===== config.mk =====
export PLATFORM = sky130hd
export DESIGN_NAME = uim_vector_mapper
export DESIGN_NICKNAME = d
export VERILOG_FILES = /design/src/rtl/uim_pkg.sv /design/src/rtl/uim_regs.sv /design/src/rtl/uim_pending.sv /design/src/rtl/uim_arbiter.sv /design/src/rtl/uim_vector_mapper.sv
export SDC_FILE = /design/constraint.sdc
export NUM_CORES = 1
export LEC_CHECK = 0
export ABC_CLOCK_PERIOD_IN_PS = 6900
export BUFFER_PORTS_ARGS = -buffer_cell sky130_fd_sc_hd__buf_2
export CAP_MARGIN = 20
export CORE_AREA = 4 4 201 203
export DETAILED_ROUTE_END_ITERATION = 16
export DIE_AREA = 0 0 205 207
export PLACE_DENSITY = 0.38
export RECOVER_POWER = 50
export SLEW_MARGIN = 30
export SYNTH_ARGS = -nofsm -noshare
export SYNTH_HDL_FRONTEND = slang
export SYNTH_SLANG_ARGS = --single-unit

===== constraint.sdc =====
create_clock -name clk -period 6.9 [get_ports clk]
set_input_delay 0.69 -clock clk [delete_from_list [all_inputs] [get_ports clk]]
set_output_delay 0.69 -clock clk [all_outputs]
set_load 0.02 [all_outputs]

===== src/rtl/uim_pkg.sv =====
// Package uim_pkg
// Shared register offsets for the user interrupt vector mapper.
// Assumes byte-addressed, word-aligned register accesses.
package uim_pkg;
    localparam int MASK_RD_OFS   = 'h00;  // enable mask read view
    localparam int MASK_SET_OFS  = 'h04;  // write-one-to-set alias
    localparam int MASK_CLR_OFS  = 'h08;  // write-one-to-clear alias
    localparam int VMAP_BASE_OFS = 'h80;  // first packed vector word
endpackage


===== src/rtl/uim_regs.sv =====
// Module uim_regs
// Holds the enable mask and the per-line vector map, and decodes the
// register port. Writes take effect at the clock edge; reads are
// combinational from the address. Assumes DATA_W is a multiple of VEC_W
// and NUM_LINES a multiple of the lines packed per word.
module uim_regs
    import uim_pkg::*;
#(
    parameter int NUM_LINES = 16,
    parameter int VEC_W     = 8,
    parameter int ADDR_W    = 8,
    parameter int DATA_W    = 32
) (
    input  logic                       clk,
    input  logic                       rst_n,
    input  logic [ADDR_W-1:0]          reg_addr,
    input  logic                       reg_we,
    input  logic [DATA_W-1:0]          reg_wdata,
    output logic [DATA_W-1:0]          reg_rdata,
    output logic [NUM_LINES-1:0]       mask_o,
    output logic [NUM_LINES*VEC_W-1:0] vmap_o
);
    localparam int LPW      = DATA_W / VEC_W;
    localparam int VWORDS   = NUM_LINES / LPW;
    localparam int VMAP_END = VMAP_BASE_OFS + 4 * VWORDS;

    logic [NUM_LINES-1:0] mask_q;
    logic [VEC_W-1:0]     vmap_q [NUM_LINES];
    logic                 hit_set, hit_clr, hit_mask, hit_vmap;
    int                   addr_int;
    int                   vword;
    logic [NUM_LINES-1:0] set_bits, clr_bits;

    // Address decode for every register view.
    always_comb begin
        addr_int = int'(reg_addr);
        hit_mask = (addr_int == MASK_RD_OFS);
        hit_set  = (addr_int == MASK_SET_OFS);
        hit_clr  = (addr_int == MASK_CLR_OFS);
        hit_vmap = (addr_int >= VMAP_BASE_OFS) && (addr_int < VMAP_END)
                   && (reg_addr[1:0] == 2'b00);
        vword    = (addr_int - VMAP_BASE_OFS) >>> 2;
        set_bits = (reg_we && hit_set) ? reg_wdata[NUM_LINES-1:0] : '0;
        clr_bits = (reg_we && hit_clr) ? reg_wdata[NUM_LINES-1:0] : '0;
    end

    // Enable mask update through the set and clear aliases.
    always_ff @(posedge clk) begin
        if (!rst_n) mask_q <= '0;
        else        mask_q <= (mask_q | set_bits) & ~clr_bits;
    end

    // One byte register per line, written from its lane of the word.
    for (genvar l = 0; l < NUM_LINES; l++) begin : g_vmap
        always_ff @(posedge clk) begin
            if (!rst_n)
                vmap_q[l] <= '0;
            else if (reg_we && hit_vmap && (vword == l / LPW))
                vmap_q[l] <= reg_wdata[(l % LPW)*VEC_W +: VEC_W];
        end
        assign vmap_o[l*VEC_W +: VEC_W] = vmap_q[l];
    end

    // Read multiplexer; unmapped offsets return zero.
    always_comb begin
        reg_rdata = '0;
        if (hit_mask) begin
            reg_rdata[NUM_LINES-1:0] = mask_q;
        end else if (hit_vmap) begin
            for (int l = 0; l < NUM_LINES; l++) begin
                if (vword == l / LPW)
                    reg_rdata[(l % LPW)*VEC_W +: VEC_W] = vmap_q[l];
            end
        end
    end

    assign mask_o = mask_q;
endmodule


===== src/rtl/uim_pending.sv =====
// Module uim_pending
// Detects rising edges on the request lines and keeps one pending bit
// per line until the acknowledge for that line clears it. A new edge in
// the same cycle as the clear wins, so the new request is not lost.
// Assumes request lines are synchronous to clk.
module uim_pending #(
    parameter int NUM_LINES = 16
) (
    input  logic                 clk,
    input  logic                 rst_n,
    input  logic [NUM_LINES-1:0] req_i,
    input  logic [NUM_LINES-1:0] clr_i,
    output logic [NUM_LINES-1:0] pend_o
);
    logic [NUM_LINES-1:0] req_q;
    logic [NUM_LINES-1:0] pend_q;
    logic [NUM_LINES-1:0] rise;

    // Edge detect against the previous sample.
    always_comb rise = req_i & ~req_q;

    // Previous request sample register.
    always_ff @(posedge clk) begin
        if (!rst_n) req_q <= '0;
        else        req_q <= req_i;
    end

    // Pending set on edge, cleared on acknowledge.
    always_ff @(posedge clk) begin
        if (!rst_n) pend_q <= '0;
        else        pend_q <= (pend_q & ~clr_i) | rise;
    end

    assign pend_o = pend_q;
endmodule


===== src/rtl/uim_arbiter.sv =====
// Module uim_arbiter
// Picks the lowest-numbered line that is both pending and enabled,
// latches its line index and vector, and holds one message on a
// valid/ready port until accepted. The acceptance cycle drives the
// line's acknowledge. A chosen message stays committed even if its
// enable bit is cleared while it waits.
module uim_arbiter #(
    parameter int NUM_LINES = 16,
    parameter int VEC_W     = 8
) (
    input  logic                       clk,
    input  logic                       rst_n,
    input  logic [NUM_LINES-1:0]       pend_i,
    input  logic [NUM_LINES-1:0]       mask_i,
    input  logic [NUM_LINES*VEC_W-1:0] vmap_i,
    input  logic                       msg_ready,
    output logic                       msg_valid,
    output logic [VEC_W-1:0]           msg_vector,
    output logic [NUM_LINES-1:0]       ack_o
);
    localparam int IDX_W = (NUM_LINES > 1) ? $clog2(NUM_LINES) : 1;

    logic [NUM_LINES-1:0] elig;
    logic                 win_found;
    logic [IDX_W-1:0]     win_idx;
    logic                 busy_q;
    logic [IDX_W-1:0]     line_q;
    logic [VEC_W-1:0]     vec_q;

    // Fixed priority select: lowest index wins.
    always_comb begin
        elig      = pend_i & mask_i;
        win_found = 1'b0;
        win_idx   = '0;
        for (int i = NUM_LINES - 1; i >= 0; i--) begin
            if (elig[i]) begin
                win_found = 1'b1;
                win_idx   = IDX_W'(i);
            end
        end
    end

    // Outstanding message state: grant when idle, retire on accept.
    always_ff @(posedge clk) begin
        if (!rst_n) begin
            busy_q <= 1'b0;
            line_q <= '0;
            vec_q  <= '0;
        end else if (busy_q) begin
            if (msg_ready) busy_q <= 1'b0;
        end else if (win_found) begin
            busy_q <= 1'b1;
            line_q <= win_idx;
            vec_q  <= vmap_i[win_idx*VEC_W +: VEC_W];
        end
    end

    // Acknowledge pulse for the accepted line.
    always_comb begin
        ack_o = '0;
        if (busy_q && msg_ready) ack_o[line_q] = 1'b1;
    end

    assign msg_valid  = busy_q;
    assign msg_vector = vec_q;
endmodule


===== src/rtl/uim_vector_mapper.sv =====
// Module uim_vector_mapper (top)
// User interrupt front end: register-programmed enable mask and vector
// map, per-line pending capture, lowest-index arbitration and a single
// outstanding valid/ready message with per-line acknowledge.
// Assumes all inputs are synchronous to clk.
module uim_vector_mapper #(
    parameter int NUM_LINES = 16,
    parameter int VEC_W     = 8,
    parameter int ADDR_W    = 8,
    parameter int DATA_W    = 32
) (
    input  logic                 clk,
    input  logic                 rst_n,
    input  logic [NUM_LINES-1:0] irq_req,
    output logic [NUM_LINES-1:0] irq_ack,
    input  logic [ADDR_W-1:0]    reg_addr,
    input  logic                 reg_we,
    input  logic [DATA_W-1:0]    reg_wdata,
    output logic [DATA_W-1:0]    reg_rdata,
    output logic                 msg_valid,
    input  logic                 msg_ready,
    output logic [VEC_W-1:0]     msg_vector
);
    logic [NUM_LINES-1:0]       enable_mask;
    logic [NUM_LINES*VEC_W-1:0] vmap_flat;
    logic [NUM_LINES-1:0]       pend;

    uim_regs #(
        .NUM_LINES(NUM_LINES), .VEC_W(VEC_W),
        .ADDR_W(ADDR_W), .DATA_W(DATA_W)
    ) u_regs (
        .clk(clk), .rst_n(rst_n),
        .reg_addr(reg_addr), .reg_we(reg_we),
        .reg_wdata(reg_wdata), .reg_rdata(reg_rdata),
        .mask_o(enable_mask), .vmap_o(vmap_flat)
    );

    uim_pending #(.NUM_LINES(NUM_LINES)) u_pend (
        .clk(clk), .rst_n(rst_n),
        .req_i(irq_req), .clr_i(irq_ack), .pend_o(pend)
    );

    uim_arbiter #(.NUM_LINES(NUM_LINES), .VEC_W(VEC_W)) u_arb (
        .clk(clk), .rst_n(rst_n),
        .pend_i(pend), .mask_i(enable_mask), .vmap_i(vmap_flat),
        .msg_ready(msg_ready), .msg_valid(msg_valid),
        .msg_vector(msg_vector), .ack_o(irq_ack)
    );
endmodule


==> impl_results.md <==
* Status: complete, but fails checks
* Violated checks: max-capacitance violations, max-slew violations
* Synth Flop Type: edfxtp_1
* Post-layout net count at 1022
* Worst EP required at 7.01 ns
* Multiplexer share of the synthesized area at 13.3%
* Most frequent cells after synthesis: and2_1, edfxtp_1, nand2_1, dfxtp_1, mux2_2
* Delay of the slowest cell on the worst path at 2.23 ns
* Area grow syn2layout at 18.3%
* Yosys top cell area share at 40.2%
* H-tree levels at 4
* R2r setup slk at 3.48 ns
* Final WL at 32600 um
* P_int at 1.86 mW
* Critical path launch point type: input pin
* TritonCTS clock tree: done
* Finished Cell Area at 11300 um^2
* Final Util at 29.4%
* Core ar. at 38500 um^2
* HPWL Detailed at 23000 um
* Root Buffer: clkbuf_16
* Total Routing Usage GR at 15.5%
* Share of layout cells above drive strength 1 at 22.3%
* Vias in the first global route at 7303
* Critical hold path startpoint: irq_req[10]
* Worst-margin pin slew at 2.98 ns
* Maximum vdd drop at 0.153 mV
* CTS buffer count at 17
* Post-CTS Setup Bufs at 0
* Via density at 4.66
* Max-slew violation count at 175
* Netlist cell types at 51
* Syn Std Cell Area at 9550 um^2
* Compound-gate portion of the synthesized area at 11.6%
* Tot Pwr at 2.44 mW
* Final setup violating endpoints at 0
* Initial antenna violation count at 1
* Die Ht at 207 um
* Final hold vios at 0
* Sequential power share at 52.8%
* Syn avg cell area at 11.0 um^2
* DRC viols at 0
* RSZ-0062 raised after global routing: no
* CTS sink cnt at 189
* Clock power frac at 40.4%
* Adder-cell share of the synthesized area at 0%
* Crit Reg-Reg Endpoint: u_arb.msg_vector[2]$_SDFFE_PN0P_
* Combinational share of power at 6.9%
* WL/cell at 21.8 um
* Reg2reg start: u_regs.mask_o[1]$_SDFF_PN0_
* Combinational family with the most area after synthesis: simple AND/OR/NAND/NOR gates
* Net switching power at 0.585 mW
* Top-count cell post-synth: and2_1
* Post-layout min period at 4.25 ns
* Slew HR at -101%
* Power Density at 216 nW/um^2
* Syn_nets at 925
* Largest net degree at the start of global routing at 44
* #FFs+latches synth at 189
* Worst Setup End Kind: register
* Sequential area share after synthesis at 53.0%
* RePlAce Congestion at 0.797
* Number of max-cap violations at 6
* Max Buffers Root-to-Sink at 2
* Worst EP arrival at 4.36 ns
* Xor/xnor share of the synthesized area at 0%
* Hold Path End: u_pend.req_q[10]$_SDFF_PN0_
* Synth area leader: edfxtp_1
* Ys Warns at 0
* Period Utilization, post-route at 61.6%
* Largest fanout on the critical path at 18
* R2R depth at 6
* Standard-cell row count at 72
* Setup TNS at 0 ns
* I/O Buffers at 116
* PostCTS Resize Cnt at 0
* Worst-Skew Late Latency at 0.45 ns
* Hold crit path type: input pin to register
* CTS clk-pin slew, worst paths at 0.07 ns
* Hold-fix buffers, CTS at 0
* Synth top area cells: edfxtp_1, dfxtp_1, and2_1
* CP max stage cell: o21ai_0
* Post-DP Area at 10800 um^2
* Initial DRC Count at 383
* Die ar. at 42400 um^2
* Peak Freq at 235 MHz
* Total grt overflow at 0
* Async set or reset register ratio after synthesis at 0%
* Simple-Gate Fraction of Synth Area at 19.4%
* Layout Skew at 0.0130 ns
* Drt pass-1 iters at 5
* I/O pin count at 117
* Hold Path Depth at 2
* Crit path max-delay family: compound AO/OA/AOI/OAI gates
* Routed Antenna Nets at 0
* Initial Util at 24.8%
* Synth Instances at 865
* Via count at 6962
* Post-synth EDFFs at 128
* LEAKAGE at 4.08 nW
* Worst Path Buf+Inv at 2
* Width of the die at 205 um
* WS Path Type: input pin to register
* First-pass GRT wire length at 49200 um
* Sw Share at 23.9%
* Crit path cell chain: buf_2 > nor3_1 > nand2_1 > or2_0 > o21ai_0 > buf_4
[power groups by stage]
stage,Clock (mW),Sequential [mW],Combinational (mW)
floorplan,0,1.30,0.0945
global placement,0,1.31,0.174
detailed placement,0,1.31,0.173
CTS,1.01,1.29,0.174
global route,1.06,1.30,0.186
finish,0.987,1.29,0.167
[final cells by class]
cell class | instances | area, um^2
inverter | 10 | 37.5
timing repair buffer | 132 | 694
clock buffer | 21 | 440
sequential | 189 | 5060
antenna | 1 | 2.50
multi-input combinational | 612 | 4290
clock inverter | 11 | 123
tap | 518 | 648
fill | 4067 | 27200
[logic make-up after synthesis]
kind of cell           Yosys count
AND/OR/NAND/NOR                352
flip-flops                     189
AO/OA/AOI/OAI                  162
multiplexers                    98
buffers and inverters           64
[worst max path at each step]
stage	slack, ns	end	startpoint	depth (start not counted)
6_report	2.65	u_regs.vmap_q[0][21]$_SDFFCE_PN0P_	reg_addr[4]	6
3_3_place_gp	3.33	reg_rdata[8]	reg_addr[3]	6
5_1_grt	2.36	u_regs.vmap_q[0][28]$_SDFFCE_PN0P_	reg_addr[5]	6
3_5_place_dp	3.42	reg_rdata[14]	reg_addr[2]	5
4_1_cts	3.42	reg_rdata[14]	reg_addr[2]	5
2_1_floorplan	2.66	u_regs.vmap_q[1][32]$_SDFFCE_PN0P_	reg_addr[5]	4
[flip-flops by register name (all words and copies together) (netlist names)]
name              flops
u_arb.line_q          4
u_arb.msg_valid       1
u_arb.msg_vector      8
u_pend.pend_o        16
u_pend.req_q         16
u_regs.mask_o        16
u_regs.vmap_q       128
[worst register-to-register path: stages (launching register included)]
cell and delay, ns:
dfxtp_1 0.38, a22oi_1 0.95, nand2_1 0.25, nor4_1 0.76
nand3b_1 0.55, o22a_1 0.38, nand4_1 0.10
[cell usage in the layout (no fill, tap or decap), drive strengths merged, types with 17 or more instances in the layout]
cell type / instances
a21oi: 41
a22oi: 17
and2: 145
buf: 115
clkbuf: 38
dfxtp: 61
edfxtp: 128
mux2: 46
mux2i: 35
mux4: 17
nand2: 91
nand2b: 22
nor2: 45
o21ai: 34
[per-stage QoR]
step,instances,setup slack [ns],hold slack (ns)
after floorplan,865,2.66,0.468
after global placement,1460,3.33,0.475
after detailed placement,1461,3.42,0.478
after CTS,1493,3.42,0.443
after global routing,1493,2.36,0.452
final,1494,2.65,0.468
[per-layer routing]
layer	wire length [um]	track usage [%]	vias up
li1	-	-	3341
met1	15500	21.8	3493
met2	15800	25.4	110
met3	1010	2.42	18
met4	318	3.28	0
met5	0	0	-
Power figures use the tool's default switching activity.
